--- config.mk ---
export PLATFORM = sky130hd
export DESIGN_NAME = wdog_timer
export DESIGN_NICKNAME = d
export VERILOG_FILES = /design/src/rtl/wdog_pkg.sv /design/src/rtl/wdog_stage.sv /design/src/rtl/wdog_prescale.sv /design/src/rtl/wdog_flags.sv /design/src/rtl/wdog_timer.sv
export SDC_FILE = /design/constraint.sdc
export NUM_CORES = 1
export LEC_CHECK = 0
export BUFFER_PORTS_ARGS = -buffer_cell sky130_fd_sc_hd__buf_2
export CAP_MARGIN = 5
export CELL_PAD_IN_SITES_DETAIL_PLACEMENT = 1
export CELL_PAD_IN_SITES_GLOBAL_PLACEMENT = 1
export CORE_MARGIN = 8
export CORE_UTILIZATION = 41
export CTS_CLUSTER_SIZE = 28
export DETAILED_ROUTE_END_ITERATION = 16
export PLACE_DENSITY = 0.86
export RECOVER_POWER = 100
export SLEW_MARGIN = 20
export SYNTH_ARGS = -nofsm -noshare
export SYNTH_HDL_FRONTEND = slang
export SYNTH_HIERARCHICAL = 1
export SYNTH_SLANG_ARGS = --single-unit
--- constraint.sdc ---
create_clock -name clk -period 1.2 [get_ports clk]
set_input_delay 0.12 -clock clk [delete_from_list [all_inputs] [get_ports clk]]
set_output_delay 0.12 -clock clk [all_outputs]
set_load 0.01 [all_outputs]
--- src/rtl/wdog_pkg.sv ---
package wdog_pkg;

  // Counted tick source as encoded on cfg_src
  typedef enum logic [1:0] {
    SRC_SLOW  = 2'd0,
    SRC_RTC   = 2'd1,
    SRC_INSTR = 2'd2,
    SRC_NONE  = 2'd3
  } wdog_src_e;

endpackage

--- src/rtl/wdog_stage.sv ---
// Fixed first divider stage: counts accepted ticks and flags when it is full.
module wdog_stage #(
  parameter int unsigned W = 8
) (
  input  logic clk,
  input  logic rst_n,
  input  logic clr,
  input  logic inc,
  output logic full
);

  logic [W-1:0] cnt_q, cnt_d;

  always_comb begin
    cnt_d = cnt_q;
    if (clr)      cnt_d = '0;
    else if (inc) cnt_d = cnt_q + 1'b1;
  end

  always_ff @(posedge clk or negedge rst_n) begin
    if (!rst_n) cnt_q <= '0;
    else        cnt_q <= cnt_d;
  end

  assign full = &cnt_q;

endmodule

--- src/rtl/wdog_prescale.sv ---
// Prescaler after the fixed stage; sel picks how many of its low bits must be
// all ones before a time-out (tap 0 means no extra division).
module wdog_prescale #(
  parameter int unsigned PRE_W = 7,
  parameter int unsigned SEL_W = 3
) (
  input  logic             clk,
  input  logic             rst_n,
  input  logic             clr,
  input  logic             inc,
  input  logic [SEL_W-1:0] sel,
  output logic             tap_full
);

  logic [PRE_W-1:0] cnt_q, cnt_d;
  logic [PRE_W:0]   taps;

  always_comb begin
    cnt_d = cnt_q;
    if (clr)      cnt_d = '0;
    else if (inc) cnt_d = cnt_q + 1'b1;
  end

  always_ff @(posedge clk or negedge rst_n) begin
    if (!rst_n) cnt_q <= '0;
    else        cnt_q <= cnt_d;
  end

  assign taps[0] = 1'b1;
  for (genvar k = 1; k <= PRE_W; k++) begin : g_tap
    assign taps[k] = &cnt_q[k-1:0];
  end

  assign tap_full = taps[sel];

endmodule

--- src/rtl/wdog_flags.sv ---
// Clear-instruction decoding (single or paired) and the two status flags.
module wdog_flags (
  input  logic clk,
  input  logic rst_n,
  input  logic en,
  input  logic dual,
  input  logic op_clr,
  input  logic op_clr_a,
  input  logic op_clr_b,
  input  logic halt_evt,
  input  logic timeout,
  output logic clr_evt,
  output logic to_flag,
  output logic pd_flag
);

  logic seen_a_q, seen_a_d;
  logic seen_b_q, seen_b_d;
  logic to_q, to_d;
  logic pd_q, pd_d;
  logic pair_done;

  assign pair_done = (op_clr_a && (op_clr_b || seen_b_q)) ||
                     (op_clr_b && (op_clr_a || seen_a_q));
  assign clr_evt   = en && !halt_evt && (dual ? pair_done : op_clr);

  always_comb begin
    seen_a_d = seen_a_q;
    seen_b_d = seen_b_q;
    to_d     = to_q;
    pd_d     = pd_q;
    if (halt_evt) begin
      seen_a_d = 1'b0;
      seen_b_d = 1'b0;
      to_d     = 1'b0;
      pd_d     = 1'b1;
    end else if (clr_evt) begin
      seen_a_d = 1'b0;
      seen_b_d = 1'b0;
      to_d     = 1'b0;
      pd_d     = 1'b0;
    end else begin
      if (en && dual) begin
        seen_a_d = seen_a_q || op_clr_a;
        seen_b_d = seen_b_q || op_clr_b;
      end
      if (timeout) to_d = 1'b1;
    end
  end

  always_ff @(posedge clk or negedge rst_n) begin
    if (!rst_n) begin
      seen_a_q <= 1'b0;
      seen_b_q <= 1'b0;
      to_q     <= 1'b0;
      pd_q     <= 1'b0;
    end else begin
      seen_a_q <= seen_a_d;
      seen_b_q <= seen_b_d;
      to_q     <= to_d;
      pd_q     <= pd_d;
    end
  end

  assign to_flag = to_q;
  assign pd_flag = pd_q;

endmodule

--- src/rtl/wdog_timer.sv ---
module wdog_timer
  import wdog_pkg::*;
#(
  parameter int unsigned BASE_W = 8,
  parameter int unsigned PRE_W  = 7,
  parameter int unsigned OPT_W  = 8
) (
  input  logic             clk,
  input  logic             rst_n,
  input  logic             cfg_enable,
  input  logic [1:0]       cfg_src,
  input  logic             cfg_dual_clear,
  input  logic             tick_slow,
  input  logic             tick_rtc,
  input  logic             tick_instr,
  input  logic             halted,
  input  logic             op_clr,
  input  logic             op_clr_a,
  input  logic             op_clr_b,
  input  logic             op_halt,
  input  logic             opt_we,
  input  logic [OPT_W-1:0] opt_wdata,
  output logic [OPT_W-1:0] opt_rdata,
  output logic             to_flag,
  output logic             pd_flag,
  output logic             chip_reset_req,
  output logic             warm_reset_req
);

  localparam int unsigned SEL_W = $clog2(PRE_W + 1);

  // Reset: asserted asynchronously, released on the clock
  logic [1:0] rst_pipe_q;
  logic       rst_q_n;

  always_ff @(posedge clk or negedge rst_n) begin
    if (!rst_n) rst_pipe_q <= 2'b00;
    else        rst_pipe_q <= {rst_pipe_q[0], 1'b1};
  end
  assign rst_q_n = rst_pipe_q[1];

  // Option register
  logic [OPT_W-1:0] opt_q, opt_d;

  always_comb begin
    opt_d = opt_q;
    if (opt_we) opt_d = opt_wdata;
  end

  always_ff @(posedge clk or negedge rst_q_n) begin
    if (!rst_q_n) opt_q <= '0;
    else          opt_q <= opt_d;
  end
  assign opt_rdata = opt_q;

  // Tick source selection
  wdog_src_e src;
  logic      src_tick;
  logic      count_en;

  assign src = wdog_src_e'(cfg_src);

  always_comb begin
    unique case (src)
      SRC_SLOW:  src_tick = tick_slow;
      SRC_RTC:   src_tick = tick_rtc;
      SRC_INSTR: src_tick = tick_instr;
      default:   src_tick = 1'b0;
    endcase
  end

  assign count_en = cfg_enable && src_tick && !(halted && (src == SRC_INSTR));

  // Events
  logic halt_evt, clr_evt, timeout, cnt_clr;
  logic base_full, tap_full;

  assign halt_evt = cfg_enable && op_halt;
  assign timeout  = count_en && base_full && tap_full && !halt_evt && !clr_evt;
  assign cnt_clr  = halt_evt || clr_evt || timeout;

  wdog_stage #(.W(BASE_W)) u_stage (
    .clk   (clk),
    .rst_n (rst_q_n),
    .clr   (cnt_clr),
    .inc   (count_en),
    .full  (base_full)
  );

  wdog_prescale #(.PRE_W(PRE_W), .SEL_W(SEL_W)) u_pre (
    .clk      (clk),
    .rst_n    (rst_q_n),
    .clr      (cnt_clr),
    .inc      (count_en && base_full),
    .sel      (opt_q[SEL_W-1:0]),
    .tap_full (tap_full)
  );

  wdog_flags u_flags (
    .clk      (clk),
    .rst_n    (rst_q_n),
    .en       (cfg_enable),
    .dual     (cfg_dual_clear),
    .op_clr   (op_clr),
    .op_clr_a (op_clr_a),
    .op_clr_b (op_clr_b),
    .halt_evt (halt_evt),
    .timeout  (timeout),
    .clr_evt  (clr_evt),
    .to_flag  (to_flag),
    .pd_flag  (pd_flag)
  );

  // Reset request pulses
  logic chip_q, chip_d, warm_q, warm_d;

  always_comb begin
    chip_d = timeout && !halted;
    warm_d = timeout && halted;
  end

  always_ff @(posedge clk or negedge rst_q_n) begin
    if (!rst_q_n) begin
      chip_q <= 1'b0;
      warm_q <= 1'b0;
    end else begin
      chip_q <= chip_d;
      warm_q <= warm_d;
    end
  end

  assign chip_reset_req = chip_q;
  assign warm_reset_req = warm_q;

endmodule

Word level (Yosys, flattened, before mapping) --
Cells that the tools add are included.
Cells by class: $add $sub $neg 2, order comparisons 1, multiplexer cells 19, eq/ne operators 2, reduce and logical (&&, ||, !) cells 37
Operators with widths (number):
- 8-bit 2-to-1 mux | 2
- 1-bit logical AND | 15
- 7-bit 2-to-1 mux | 2
- 1-bit 2-to-1 mux | 13
- 8-bit by 1-bit adder with 8-bit output, second input constant | 1
- 8-bit AND reduction | 1
- 7-bit by 1-bit adder with 7-bit output, second input constant | 1
- 7-bit AND reduction | 1
- 6-bit AND reduction | 1
- 2-bit nonzero test | 3
- 3-bit nonzero test | 2
- 1-bit logical OR | 5
- 5-bit AND reduction | 1
- 1-bit zero test | 4
- 3-bit by 4-bit less-than comparator with 1-bit output, second input constant | 1
- 4-bit AND reduction | 1
- 1-bit binary-select mux with 3-bit select | 1
- 1-bit one-hot mux with 3 select lines | 1
- 3-bit AND reduction | 1
- 2-bit by 1-bit equality test with 1-bit output, second input constant | 1
- 2-bit equality test, second input constant | 1
- 2-bit zero test | 1
- 2-bit AND reduction | 1
Storage, ports and cells: logic and storage cells 71, input bits 23, register bits 31

Depth between registers and ports, before layout --
word-level depth 11, gate-level depth with buffers 11

By module --
The synthesis kept the hierarchy.
By module, submodules not included:
- wdog_timer | area each 558.0 um2, instances 1, cells each 44
- wdog_prescale | area each 435.4 um2, instances 1, cells each 44
- wdog_stage | area each 396.6 um2, instances 1, cells each 39
- wdog_flags | area each 192.7 um2, instances 1, cells each 20

Worst setup path before layout --
Ideal clock, no wire load.
path type register to register, from register u_pre.cnt_q[0], to register u_stage.cnt_q[0], setup time 0.128 ns, path slack -1.125 ns, buffers on the path 1, data arrival time 2.196 ns, clock period less this slack 2.325 ns, cell stages (with the launch flop) 12, cell sequence dfrtp_1 > ha_1 > and3_2 > ha_1 > nand2_1 > a21oi_1 > o22a_1 > a21o_2 > a21oi_1 > a21oi_1 > buf_1 > nor2_1
On the way: word-level cells in the longest chain between the ends 8, elaborated cells between the ends (all ways) 14, classes of those cells mux: 3; reduce/logical: 11
RTL lines:
- from (decl) | line wdog_prescale.sv:15 | logic [PRE_W-1:0] cnt_q, cnt_d;
- from (signal assigned) | line wdog_prescale.sv:26 | else cnt_q <= cnt_d;
- 7-bit AND reduction (tied with other cells) | line wdog_prescale.sv:31 | assign taps[k] = &cnt_q[k-1:0];
- 1-bit binary-select mux with 3-bit select (*) | line wdog_prescale.sv:34 | assign tap_full = taps[sel];
- 1-bit 2-to-1 mux (not written as such) (*) | line wdog_prescale.sv:34
- named net tap_full | line wdog_timer.sv:76 | logic base_full, tap_full;
- 1-bit logical AND (*) (3 in series) | line wdog_timer.sv:79 | assign timeout = count_en && base_full && tap_full && !halt_evt && !clr_evt;
- 1-bit logical OR (*) | line wdog_timer.sv:80 | assign cnt_clr = halt_evt || clr_evt || timeout;
- named net cnt_clr | line wdog_timer.sv:75 | logic halt_evt, clr_evt, timeout, cnt_clr;
- 8-bit 2-to-1 mux / 2-bit nonzero test (equally long branches)
- to (signal assigned) | line wdog_stage.sv:22 | else cnt_q <= cnt_d;
- to (decl) | line wdog_stage.sv:12 | logic [W-1:0] cnt_q, cnt_d;
The timed path passes the listed nets; every way through them passes the cells marked *. The select of a mux whose other input is x is not followed. A chain may end at the register's enable or synchronous reset.

Worst setup path in the final report --
from register u_pre.cnt_q[0], to register u_pre.cnt_q[5]
On the way: word-level cells in the longest chain between the ends 8, elaborated cells between the ends (all ways) 16, classes of those cells add/sub: 1; mux: 4; reduce/logical: 11
RTL lines (line):
- 7-bit AND reduction (tied with other cells) | wdog_prescale.sv:31
- 1-bit binary-select mux with 3-bit select (*) | wdog_prescale.sv:34
- 1-bit 2-to-1 mux (not written as such) (*) | wdog_prescale.sv:34
- named net tap_full | wdog_timer.sv:76
- 1-bit logical AND (*) (3 in series) | wdog_timer.sv:79
- 1-bit logical OR (*) | wdog_timer.sv:80
- named net cnt_clr | wdog_timer.sv:75
- 7-bit 2-to-1 mux / 2-bit nonzero test (equally long branches)
Marked as above.

==> results.sh <==
export IMPL_status="finished with violations"
export IMPL_failed_checks="setup timing"
export IMPL_vias_per_cell=6.05
export IMPL_holdCritPathClass="in -> reg"
export IMPL_path_delay_family="compound AO/OA/AOI/OAI gates"
export IMPL_vias=1724
export IMPL_cpPeakStageDelay_ps=450
export IMPL_drt_iter0_markers=132
export IMPL_startpoint_type="flip-flop"
export IMPL_period_share_pct=191
export IMPL_synthesis_nets=175
export IMPL_setup_violations=21
export IMPL_cp_max_fo=6
export IMPL_p_per_area_mw_per_mm2=1070
export IMPL_worstMarginPinSlew_ps=738
export IMPL_clk_latency_ps=290
export IMPL_grt_ovfl_total=0
export IMPL_syn_to_final_growth_pct=57.2
export IMPL_final_hold_violation_count=0
export IMPL_crit_path_cell_trace="ha_4, and3_4, ha_4, nand2_2, a21oi_2, o22a_1, a21o_2, a21oi_4, a21oi_4, buf_12, a21oi_1"
export IMPL_die_width_um=78.1
export IMPL_grt_pass1_wl_um=10900
export IMPL_core_area_mm2=0.00369
export IMPL_crit_type="reg -> reg"
export IMPL_vdd_ir_drop_max_mv=0.756
export IMPL_synth_top_area_share_pct=49.0
export IMPL_place_gp_congestion=0.814
export IMPL_clock_skew_ps=9.28
export IMPL_yosysSeqAreaShare_pct=49.0
export IMPL_arrival_ps=2490
export IMPL_cts_tree="built"
export IMPL_route_detailed_drc=0
export IMPL_synth_main_ff_cell="dfrtp_1"
export IMPL_period_needed_ps=2290
export IMPL_power_mw=2.67
export IMPL_cts_buffers=5
export IMPL_antenna_found_initial=1
export IMPL_post_synth_top_count_cell="dfrtp_1"
export IMPL_wire_per_inst_um=28.4
export IMPL_multi_input_area_um2=960
export IMPL_io_buffers=34
export IMPL_ys_types=40
export IMPL_cts_buffer_depth=2
export IMPL_cp_startpoint="u_pre/cnt_q[0]$_DFFE_PN0P_"
export IMPL_root_buffer="clkbuf_8"
export IMPL_routed_wl_um=8110
export IMPL_start_util_pct=42.9
export IMPL_fmax_mhz=437
export IMPL_drtPass1Iterations=4
export IMPL_seq_area_um2=779
export IMPL_grt_pass1_vias=1892
export IMPL_die_h_um=78.1
export IMPL_slew_headroom_pct=50.8
export IMPL_endpoint_kind="flip-flop"
export IMPL_ctsHtreeMaxLevel=2
export IMPL_critPathRequiredTime_ps=1400
export IMPL_drive_gt1_share_pct=53.4
export IMPL_synth_area_top_cells="dfrtp_1 (49%), mux2_2 (5.7%), nor2_1 (4.3%)"
export IMPL_clk_pin_slew_ps=70
export IMPL_timing_hold_ws_ps=64.0
export IMPL_track_usage_pct=24.0
export IMPL_min_from="opt_wdata[0]"
export IMPL_numClockSinks=31
export IMPL_synth_seq_cells=31
export IMPL_yosys_warnings=6
export IMPL_cp_slowest_cell="dfrtp_2"
export IMPL_nets=263
export IMPL_power_leakage_nw=1.11
export IMPL_synth_area_per_cell_um2=10.8
export IMPL_rsz0062_at_grt="yes"
export IMPL_synth_top_area_cell="dfrtp_1"
export IMPL_ys_top_cells_by_count="dfrtp_1 (31), nor2_1 (18), a21oi_1 (10), mux2_2 (8), mux2i_1 (6)"
export IMPL_fin_ws_ps=-1090
export IMPL_grt_max_degree=30
export IMPL_async_flop_share_pct=100
export IMPL_crit_buf_inv=1
export IMPL_die_area_mm2=0.00610
export IMPL_slew_viol_final=0
export IMPL_dpl_hpwl_um=3990
export IMPL_rows=22
export IMPL_synth_edff_count=0
export IMPL_drv_cap=0
export IMPL_synth_cells=147
export IMPL_synth_area_mm2=0.00158
export IMPL_ant_nets=0
export IMPL_rrSetupSlack_ps=-1090
export IMPL_fillers=407
export IMPL_r2r_start="u_pre/cnt_q[0]$_DFFE_PN0P_"
export IMPL_io_pins=35
[cells in the final DEF (no fill, tap or decap), types with 5 or more instances in the layout]
cell type	netlist	layout
nand3_1	5	5
buf_4	2	42
nor2_1	18	9
mux2i_1	6	6
clkbuf_1	0	14
inv_1	5	5
mux2_2	8	8
buf_2	1	21
a21oi_2	0	6
dfrtp_1	31	28
clkbuf_8	0	5
or3_1	5	5
nor2_4	0	5
[cells by family (layout without fill, tap and decap cells)]
| logic type | after synthesis | count (layout) | share of synthesized area [%] |
|---|---|---|---|
| AO/OA/AOI/OAI | 27 | 27 | 11.3 |
| buffers and inverters | 9 | 98 | 2.69 |
| adder cells (fa/ha/maj) | 5 | 5 | 3.95 |
| AND/OR/NAND/NOR | 54 | 54 | 20.0 |
| XOR/XNOR | 6 | 6 | 3.32 |
| multiplexers | 14 | 14 | 9.49 |
| other | 1 | 2 | 0.237 |
| flip-flops | 31 | 31 | 49.0 |
[final timing paths]
kind | endpoint | cells past startpoint
max | u_pre/cnt_q[5]$_DFFE_PN0P_ | 11
min reg2reg | rst_pipe_q[1]$_DFF_PN0_ | 0
min in group asynchronous | rst_pipe_q[1]$_DFF_PN0_ | 2
max in group asynchronous | u_pre/cnt_q[2]$_DFFE_PN0P_ | 1
min | opt_rdata[0]$_DFFE_PN0P_ | 2
max reg2reg | u_pre/cnt_q[5]$_DFFE_PN0P_ | 11
[sequential cells by signal (all words and copies together), names as in the netlist]
signal and cells:
u_stage/cnt_q 8, u_flags/pd_flag 1, opt_rdata 8, warm_reset_req 1
u_pre/cnt_q 7, rst_pipe_q 2, u_flags/seen_a_q 1, u_flags/to_flag 1
u_flags/seen_b_q 1, chip_reset_req 1
[final cells by class]
cell class | instances | share of cell area (%)
multi-input cells | 107 | 38.6
well taps | 48 | 2.41
clock buffers | 5 | 2.77
inverters | 5 | 0.755
repair buffers | 85 | 23.2
flip-flops and latches | 31 | 31.3
clock inverters | 3 | 0.805
diodes | 1 | 0.101
[repair_timing]
action,4_1_cts,5_1_grt
endpoints found under the setup margin,21,21
buffers inserted,4,4
resized for setup,13,25
endpoints found under the hold margin,2,0
gates cloned,0,1
hold buffers,1,0
pin swaps,1,5
[report_power, final]
| group | internal, mW | leakage (nW) | switching [mW] |
|---|---|---|---|
| clock network | 0.403 | 0.0402 | 0.445 |
| logic | 0.285 | 0.673 | 0.377 |
| registers | 1.11 | 0.400 | 0.0505 |
[metrics by stage]
stage	instance area [um2]	util [%]	TNS, ps	setup WS (ps)	cells
detailed placement	2160	58.4	-16290	-983	267
CTS	2350	63.8	-15460	-926	280
floorplan	1640	-	-12790	-816	147
global route	2490	67.4	-18420	-1110	285
finish	2490	67.4	-17860	-1090	285
global placement	2160	58.4	-14010	-832	267
[routing by layer]
layer | vias up | share of wire, % | wire length, um | GRT usage [%]
met5 | - | 0 | 0 | 0
met4 | 0 | 9.0 | 727 | 16.9
met1 | 852 | 34 | 2790 | 23.1
met3 | 57 | 6.8 | 554 | 5.35
li1 | 701 | - | - | -
met2 | 114 | 50 | 4040 | 44.3
Note: power is estimated with default switching activity, not from simulation.
